[src/rtl/synth_prog_pkg.sv]
package synth_prog_pkg;
  localparam int DEF_M_W   = 9;
  localparam int DEF_A_W   = 4;
  localparam int DEF_R_W   = 6;
  localparam int DEF_ENH_W = 8;
  localparam int DEF_SYNC  = 2;

  typedef enum logic {
    DEST_MAIN = 1'b0,
    DEST_FRAC = 1'b1
  } dest_e;

  localparam int IN_SCLK  = 0;
  localparam int IN_SDATA = 1;
  localparam int IN_SWR   = 2;
  localparam int IN_EWR   = 3;
  localparam int IN_HOP   = 4;
  localparam int IN_N     = 5;
endpackage

[src/rtl/prog_sync.sv]
module prog_sync #(
  parameter int N      = 5,
  parameter int STAGES = 2
) (
  input  logic         clk,
  input  logic         rst_n,
  input  logic [N-1:0] d,
  output logic [N-1:0] q
);
  logic [N-1:0] stg [STAGES];

  always_ff @(posedge clk or negedge rst_n) begin
    if (!rst_n) stg[0] <= '0;
    else        stg[0] <= d;
  end

  for (genvar s = 1; s < STAGES; s++) begin : g_stage
    always_ff @(posedge clk or negedge rst_n) begin
      if (!rst_n) stg[s] <= '0;
      else        stg[s] <= stg[s-1];
    end
  end

  assign q = stg[STAGES-1];
endmodule

[src/rtl/prog_edge.sv]
module prog_edge #(
  parameter int N = 3
) (
  input  logic         clk,
  input  logic         rst_n,
  input  logic [N-1:0] lvl,
  output logic [N-1:0] rise
);
  logic [N-1:0] prev;

  always_ff @(posedge clk or negedge rst_n) begin
    if (!rst_n) prev <= '0;
    else        prev <= lvl;
  end

  assign rise = lvl & ~prev;
endmodule

[src/rtl/prog_shift.sv]
module prog_shift #(
  parameter int WORD_W = 20,
  parameter int ENH_W  = 8
) (
  input  logic              clk,
  input  logic              rst_n,
  input  logic              shift_pulse,
  input  logic              bit_in,
  input  logic              s_wr_lvl,
  input  logic              e_wr_lvl,
  output logic [WORD_W-1:0] primary,
  output logic [ENH_W-1:0]  enh_q
);
  logic main_en;
  logic enh_en;

  assign main_en = shift_pulse & ~s_wr_lvl & ~e_wr_lvl;
  assign enh_en  = shift_pulse & e_wr_lvl;

  always_ff @(posedge clk or negedge rst_n) begin
    if (!rst_n)       primary <= '0;
    else if (main_en) primary <= {primary[WORD_W-2:0], bit_in};
  end

  always_ff @(posedge clk or negedge rst_n) begin
    if (!rst_n)      enh_q <= '0;
    else if (enh_en) enh_q <= {enh_q[ENH_W-2:0], bit_in};
  end
endmodule

[src/rtl/prog_latch.sv]
module prog_latch
  import synth_prog_pkg::*;
#(
  parameter int M_W = 9,
  parameter int A_W = 4,
  parameter int R_W = 6,
  parameter int K_W = 18,
  parameter int WORD_W = M_W + A_W + R_W + 1
) (
  input  logic              clk,
  input  logic              rst_n,
  input  logic              xfer,
  input  logic [WORD_W-1:0] primary,
  output logic [M_W-1:0]    ser_m,
  output logic [A_W-1:0]    ser_a,
  output logic [R_W-1:0]    ser_r,
  output logic [K_W-1:0]    ser_k
);
  localparam int M_LO = WORD_W - M_W;
  localparam int A_LO = M_LO - A_W;

  dest_e dest;
  assign dest = dest_e'(primary[0]);

  always_ff @(posedge clk or negedge rst_n) begin
    if (!rst_n) begin
      ser_m <= '0;
      ser_a <= '0;
      ser_r <= '0;
    end else if (xfer && dest == DEST_MAIN) begin
      ser_m <= primary[WORD_W-1:M_LO];
      ser_a <= primary[M_LO-1:A_LO];
      ser_r <= primary[R_W:1];
    end
  end

  always_ff @(posedge clk or negedge rst_n) begin
    if (!rst_n)                          ser_k <= '0;
    else if (xfer && dest == DEST_FRAC) ser_k <= primary[WORD_W-1:WORD_W-K_W];
  end
endmodule

[src/rtl/synth_prog_port.sv]
module synth_prog_port
  import synth_prog_pkg::*;
#(
  parameter int M_W    = DEF_M_W,
  parameter int A_W    = DEF_A_W,
  parameter int R_W    = DEF_R_W,
  parameter int K_W    = DEF_M_W + DEF_A_W + DEF_R_W - 1,
  parameter int ENH_W  = DEF_ENH_W,
  parameter int SYNC_N = DEF_SYNC
) (
  input  logic             clk,
  input  logic             rst_n,
  input  logic             sclk,
  input  logic             sdata,
  input  logic             s_wr,
  input  logic             e_wr,
  input  logic             hop_wr,
  input  logic             direct,
  input  logic             enh_n,
  input  logic [R_W-1:0]   r_pin,
  input  logic [M_W-1:0]   m_pin,
  input  logic [A_W-1:0]   a_pin,
  input  logic [K_W-1:0]   k_pin,
  output logic [R_W-1:0]   r_out,
  output logic [M_W-1:0]   m_out,
  output logic [A_W-1:0]   a_out,
  output logic [K_W-1:0]   k_out,
  output logic [ENH_W-1:0] enh_out
);
  localparam int WORD_W = M_W + A_W + R_W + 1;

  logic [IN_N-1:0]   raw;
  logic [IN_N-1:0]   lvl;
  logic [2:0]        rise;
  logic              xfer;
  logic [WORD_W-1:0] primary;
  logic [ENH_W-1:0]  enh_q;
  logic [M_W-1:0]    ser_m;
  logic [A_W-1:0]    ser_a;
  logic [R_W-1:0]    ser_r;
  logic [K_W-1:0]    ser_k;
  logic              e_wr_lvl;

  always_comb begin
    raw           = '0;
    raw[IN_SCLK]  = sclk;
    raw[IN_SDATA] = sdata;
    raw[IN_SWR]   = s_wr;
    raw[IN_EWR]   = e_wr;
    raw[IN_HOP]   = hop_wr;
  end

  prog_sync #(.N(IN_N), .STAGES(SYNC_N)) sync_i (
    .clk(clk), .rst_n(rst_n), .d(raw), .q(lvl)
  );

  prog_edge #(.N(3)) edge_i (
    .clk(clk), .rst_n(rst_n),
    .lvl({lvl[IN_HOP], lvl[IN_SWR], lvl[IN_SCLK]}),
    .rise(rise)
  );

  assign xfer     = rise[1] | rise[2];
  assign e_wr_lvl = lvl[IN_EWR];

  prog_shift #(.WORD_W(WORD_W), .ENH_W(ENH_W)) shift_i (
    .clk(clk), .rst_n(rst_n),
    .shift_pulse(rise[0]),
    .bit_in(lvl[IN_SDATA]),
    .s_wr_lvl(lvl[IN_SWR]),
    .e_wr_lvl(e_wr_lvl),
    .primary(primary),
    .enh_q(enh_q)
  );

  prog_latch #(.M_W(M_W), .A_W(A_W), .R_W(R_W), .K_W(K_W), .WORD_W(WORD_W)) latch_i (
    .clk(clk), .rst_n(rst_n), .xfer(xfer), .primary(primary),
    .ser_m(ser_m), .ser_a(ser_a), .ser_r(ser_r), .ser_k(ser_k)
  );

  always_ff @(posedge clk or negedge rst_n) begin
    if (!rst_n) begin
      r_out   <= '0;
      m_out   <= '0;
      a_out   <= '0;
      k_out   <= '0;
      enh_out <= '0;
    end else begin
      r_out   <= direct ? r_pin : ser_r;
      m_out   <= direct ? m_pin : ser_m;
      a_out   <= direct ? a_pin : ser_a;
      k_out   <= direct ? k_pin : ser_k;
      enh_out <= enh_n ? '0 : enh_q;
    end
  end
endmodule

[config.mk]
export PLATFORM = sky130hd
export DESIGN_NAME = synth_prog_port
export DESIGN_NICKNAME = d
export VERILOG_FILES = /design/src/rtl/synth_prog_pkg.sv /design/src/rtl/prog_sync.sv /design/src/rtl/prog_edge.sv /design/src/rtl/prog_shift.sv /design/src/rtl/prog_latch.sv /design/src/rtl/synth_prog_port.sv
export SDC_FILE = /design/constraint.sdc
export NUM_CORES = 1
export LEC_CHECK = 0
export ABC_AREA = 1
export BUFFER_PORTS_ARGS = -buffer_cell sky130_fd_sc_hd__buf_2
export CAP_MARGIN = 20
export CORE_MARGIN = 10
export CORE_UTILIZATION = 58
export DETAILED_ROUTE_END_ITERATION = 8
export PLACE_DENSITY = 0.83
export SYNTH_ARGS = -nofsm -noshare
export SYNTH_HDL_FRONTEND = slang
export SYNTH_SLANG_ARGS = --single-unit
[constraint.sdc]
create_clock -name clk -period 3.5 [get_ports clk]
set_clock_uncertainty 0.05 [all_clocks]
set_input_delay 0.35 -clock clk [delete_from_list [all_inputs] [get_ports clk]]
set_output_delay 0.35 -clock clk [all_outputs]
set_load 0.005 [all_outputs]
Yosys cells after proc, flatten, opt, wreduce, memory -nomap -nowiden. Cells that the tools add are included.

Register bits after elaboration: 123. Latch bits: 0. Bits in writable memories: 0. Bits in read-only memories: 0. Input bits: 46. Output and inout port bits: 45. Word-level logic and storage cells: 30. Memories kept: 0.

$add $sub $neg: 0. Multipliers: 0. Div/mod/pow operators: 0. Order comparisons: 0. Equality and inequality tests: 0. Shift-type cells: 0. Multiplexer cells: 5. Bitwise gates (word level): 9. Reductions and logical operators: 2.

Operators with widths (count): 18-bit 2-to-1 mux (1); 9-bit 2-to-1 mux (1); 8-bit 2-to-1 mux (1); 6-bit 2-to-1 mux (1); 4-bit 2-to-1 mux (1); 1-bit AND (3); 3-bit AND (1); 1-bit NOT (3); 3-bit NOT (1); 1-bit logical AND (2); 1-bit OR (1).

Longest topological paths before layout.
Word-level depth: 4. Depth in mapped cells: 7.

Hierarchy. From an unflattened synthesis, not the netlist that was laid out.

Cell total of the unflattened synthesis: 491. Area total of the unflattened synthesis: 4708.3 sq um.

By module, submodules not included: synth_prog_port (instances 1, cells an instance 182, area each 1684.1 sq um, sequential area each 1126.1 sq um); prog_latch (instances 1, cells an instance 161, area each 1487.7 sq um, sequential area each 925.9 sq um); prog_shift (instances 1, cells an instance 124, area each 1143.6 sq um, sequential area each 700.7 sq um); prog_sync (instances 1, cells an instance 15, area each 287.8 sq um, sequential area each 250.2 sq um); prog_edge (instances 1, cells an instance 9, area each 105.1 sq um, sequential area each 75.1 sq um).

Worst setup path after synthesis. No wires, ideal clock.

Path type: input to register. Start point: in direct. End point: reg a_out[0]. Library setup time: 125 ps. Data arrival time: 969 ps. Path slack: 2357 ps. Stages on the path: 3. Path buffers: 2. Cell sequence: buf_4 > buf_6 > mux2_2.

Longest elaborated chain between the ends: 1.

RTL lines: start: declaration (RTL line synth_prog_port.sv:18) `input logic direct,`; 4-bit 2-to-1 mux (RTL line synth_prog_port.sv:91) `a_out <= direct ? a_pin : ser_a;`; end signal: assignment (RTL line synth_prog_port.sv:91); end: declaration (RTL line synth_prog_port.sv:26) `output logic [A_W-1:0] a_out,`.

No other way between the ends. A chain may end at the register's enable or synchronous reset.

Worst setup path after layout.
Start point: reg shift_i.primary[0]. End point: reg latch_i.ser_m[3].

Longest elaborated chain between the ends: 2.

RTL lines: start: declaration (RTL line prog_shift.sv:11) `output logic [WORD_W-1:0] primary,`; start signal: assignment (RTL line prog_shift.sv:22) `else if (main_en) primary <= {primary[WORD_W-2:0], bit_in};`; 1-bit NOT (RTL line prog_latch.sv:30) `end else if (xfer && dest == DEST_MAIN) begin`; 1-bit logical AND (RTL line prog_latch.sv:30); end signal: assignment (RTL line prog_latch.sv:31) `ser_m <= primary[WORD_W-1:M_LO];`; end: declaration (RTL line prog_latch.sv:14) `output logic [M_W-1:0] ser_m,`.

No other way between the ends.

==> impl_metrics.env <==
export IMPL_fp_coreArea_sq_um=7730
export IMPL_dr_first_iter_drc_count=148
export IMPL_achievable_frequency_ghz=0.482
export IMPL_grt_setup_unrepaired="no"
export IMPL_outcome="finished, final reports clean"
export IMPL_cts_num_sinks=123
export IMPL_clockRootBuffer="sky130_fd_sc_hd__clkbuf_8"
export IMPL_finalHoldWorstSlack_ns=0.0207
export IMPL_drt_first_pass_iters=4
export IMPL_cts_post_setup_buffers_inserted=0
export IMPL_antenna_found_initial=0
export IMPL_crit_arrival_ns=2.46
export IMPL_drt_wirelength_per_cell_um=16.2
export IMPL_pre_cts_ws_ns=1.58
export IMPL_worstSkewPairLatency_ns=0.51
export IMPL_final_hold_violation_count=0
export IMPL_die_outline_height_um=109
export IMPL_relative_slew_slack_pct=44.3
export IMPL_tritoncts_num_buffers=17
export IMPL_top_layer_used="met4"
export IMPL_timing_hold_worst_class="input pin to flop"
export IMPL_finish_net_count=540
export IMPL_wirelength_mm=9.84
export IMPL_gp_congestion=0.832
export IMPL_tritoncts="built"
export IMPL_routedLengthMet1_mm=3.77
export IMPL_global_route_wire_length_before_repair_mm=15.7
export IMPL_worst_path_max_fanout=21
export IMPL_fin_cells=609
export IMPL_cellPowerDensity_nw_per_um2=644
export IMPL_grt_pass1_vias=3321
export IMPL_fp_dieArea_sq_um=11900
export IMPL_power_leakage_nw=3.12
export IMPL_post_layout_total_power_mw=3.69
export IMPL_timing_critical_path_from_type="flop"
export IMPL_layout_setup_ws_ns=1.43
export IMPL_wl_met3_um=807
export IMPL_gr_total_overflow=0
export IMPL_synth_warning_count=0
export IMPL_cts_buffer_depth=2
export IMPL_post_synth_num_cell_types=16
export IMPL_timing_worst_setup_path_type="flop to flop"
export IMPL_layout_drive_gt1_share_pct=33.3
export IMPL_io_pins=91
export IMPL_final_max_slew_violation_count=0
export IMPL_setup_total_negative_slack_ns=0
export IMPL_area_growth_pct=24.3
export IMPL_synthesis_nets=442
export IMPL_clkSlewWorstSetupHoldPaths_ns=0.06
export IMPL_syn_area_sq_um=4610
export IMPL_buffer_ports_inserted=90
export IMPL_met2RoutedLength_mm=5.06
export IMPL_drc_errors=0
export IMPL_critical_path_required_ns=3.89
export IMPL_clock_tree_htree_level_count=4
export IMPL_finalSetupViolations=0
export IMPL_place_detailed_instances=570
export IMPL_postSynthRegisterBits=123
export IMPL_fill_cells=508
export IMPL_grt_start_max_net_pins=92
export IMPL_worst_max_slew_pin_slew_ns=0.835
export IMPL_end_kind="flop"
export IMPL_row_count=32
export IMPL_ant_nets=0
export IMPL_floorplan_initialDensity_pct=59.6
export IMPL_synthCells=396
export IMPL_dieWidth_um=109
export IMPL_vias_per_cell=5.27
export IMPL_antenna_cells_inserted=0
export IMPL_max_cap_violations=0
export IMPL_grt_usage_pct=16.9
export IMPL_detailed_place_hpwl_mm=6.18
export IMPL_portion_of_the_clock_cycle_consumed_by_the_worst_path_in_the_final_layout_pct=59.3
export IMPL_period_needed_ns=2.07
export IMPL_synth_seq_area_share_pct=66.8
export IMPL_ir_drop_v=0.000435
export IMPL_synthesis_area_per_instance_sq_um=11.6
export IMPL_total_via_count_after_detailed_routing=3212
==> power breakdown <==
group | switching, mW | leakage (nW) | internal, mW
Combinational | 0.169 | 1.20 | 0.122
Sequential | 0.0650 | 1.63 | 1.53
Clock | 0.621 | 0.295 | 1.18
Total | 0.855 | 3.12 | 2.83
==> sequential cells by signal, indices dropped and copies added (netlist names), 8 cells and up <==
| name | count |
|---|---|
| shift_i.primary | 20 |
| k_out | 18 |
| latch_i.ser_k | 18 |
| latch_i.ser_m | 9 |
| m_out | 9 |
| enh_out | 8 |
| shift_i.enh_q | 8 |
==> critical path, stage by stage (launching register included) <==
cell and delay [ns]:
sky130_fd_sc_hd__dfrtp_1 0.78, sky130_fd_sc_hd__inv_1 0.51, sky130_fd_sc_hd__nand2_2 0.43, sky130_fd_sc_hd__nand2_1 0.12, sky130_fd_sc_hd__nand2_1 0.11
==> placed cells by master, fill, tap and decap left out <==
cell type and n:
sky130_fd_sc_hd__nand2_1 123, sky130_fd_sc_hd__clkinvlp_4 3, sky130_fd_sc_hd__buf_4 4, sky130_fd_sc_hd__nand3_1 55, sky130_fd_sc_hd__clkbuf_1 1, sky130_fd_sc_hd__clkbuf_8 2, sky130_fd_sc_hd__clkinv_2 1, sky130_fd_sc_hd__bufinv_16 4
sky130_fd_sc_hd__o21ai_2 2, sky130_fd_sc_hd__dlygate4sd3_1 6, sky130_fd_sc_hd__nand2_2 3, sky130_fd_sc_hd__nor2_1 9, sky130_fd_sc_hd__nor2_4 1, sky130_fd_sc_hd__o21ai_1 8, sky130_fd_sc_hd__clkbuf_16 16, sky130_fd_sc_hd__mux2_2 37
sky130_fd_sc_hd__inv_6 2, sky130_fd_sc_hd__buf_2 89, sky130_fd_sc_hd__buf_16 1, sky130_fd_sc_hd__clkinv_4 3, sky130_fd_sc_hd__dfrtp_1 123, sky130_fd_sc_hd__inv_1 13, sky130_fd_sc_hd__nand2_4 1
==> synth_stat cells, drive strengths merged <==
master	instances	area share, %
o21ai	10	1.2
mux2	37	9.0
clkbuf	1	0.081
dfrtp	123	67
nand3	55	6.0
inv	13	1.1
nand2	127	11
nor2	10	0.98
buf	20	4.1
==> what timing repair did <==
item | in CTS | in global routing
hold buffers | 5 | 1
hold endpoints to repair | 5 | 30
endpoints found under the setup margin | 0 | 0
resized for setup | 0 | 0
==> cell type report <==
cell class / instances / area [sq um] / share of cell area (%)
multi-input combinational: 239 / 1290 / 22.5
sequential: 123 / 3080 / 53.7
clock buffer: 19 / 432 / 7.54
tap: 102 / 128 / 2.23
clock inverter: 13 / 191 / 3.34
inverter: 13 / 48.8 / 0.852
timing repair buffer: 100 / 563 / 9.83
==> stage by stage <==
step / utilization (%) / instance area, sq um
finish: 74.1 / 5730
detailed placement: 64.9 / 5020
floorplan: - / 4610
CTS: 73.6 / 5690
global placement: 64.9 / 5020
global route: 74.1 / 5730
==> per-layer routing <==
layer | track usage [%] | vias up
met5 | 0 | -
li1 | - | 1487
met4 | 8.47 | 0
met2 | 28.3 | 108
met3 | 6.08 | 18
met1 | 18.8 | 1599
==> final timing paths <==
check / startpoint / endpoint / slack, ns / cells past startpoint
max reg2reg: shift_i.primary[0]$_DFFE_PN0P_ / latch_i.ser_m[3]$_DFFE_PN0P_ / 1.43 / 4
max in group asynchronous: rst_n / k_out[8]$_DFF_PN0_ / 2.20 / 4
min reg2reg: sync_i.stg[5]$_DFF_PN0_ / sync_i.q[0]$_DFF_PN0_ / 0.30 / 0
min: k_pin[2] / k_out[2]$_DFF_PN0_ / 0.02 / 2
min in group asynchronous: rst_n / k_out[4]$_DFF_PN0_ / 0.27 / 2
max: shift_i.primary[0]$_DFFE_PN0P_ / latch_i.ser_m[3]$_DFFE_PN0P_ / 1.43 / 4
==> logic make-up after synthesis <==
group | Yosys count | synth area share [%]
buffers and inverters | 34 | 5.27
flip-flops | 123 | 66.8
AO/OA/AOI/OAI | 10 | 1.25
multiplexers | 37 | 9.04
AND/OR/NAND/NOR | 192 | 17.6
(Power assumes the default switching activity.)
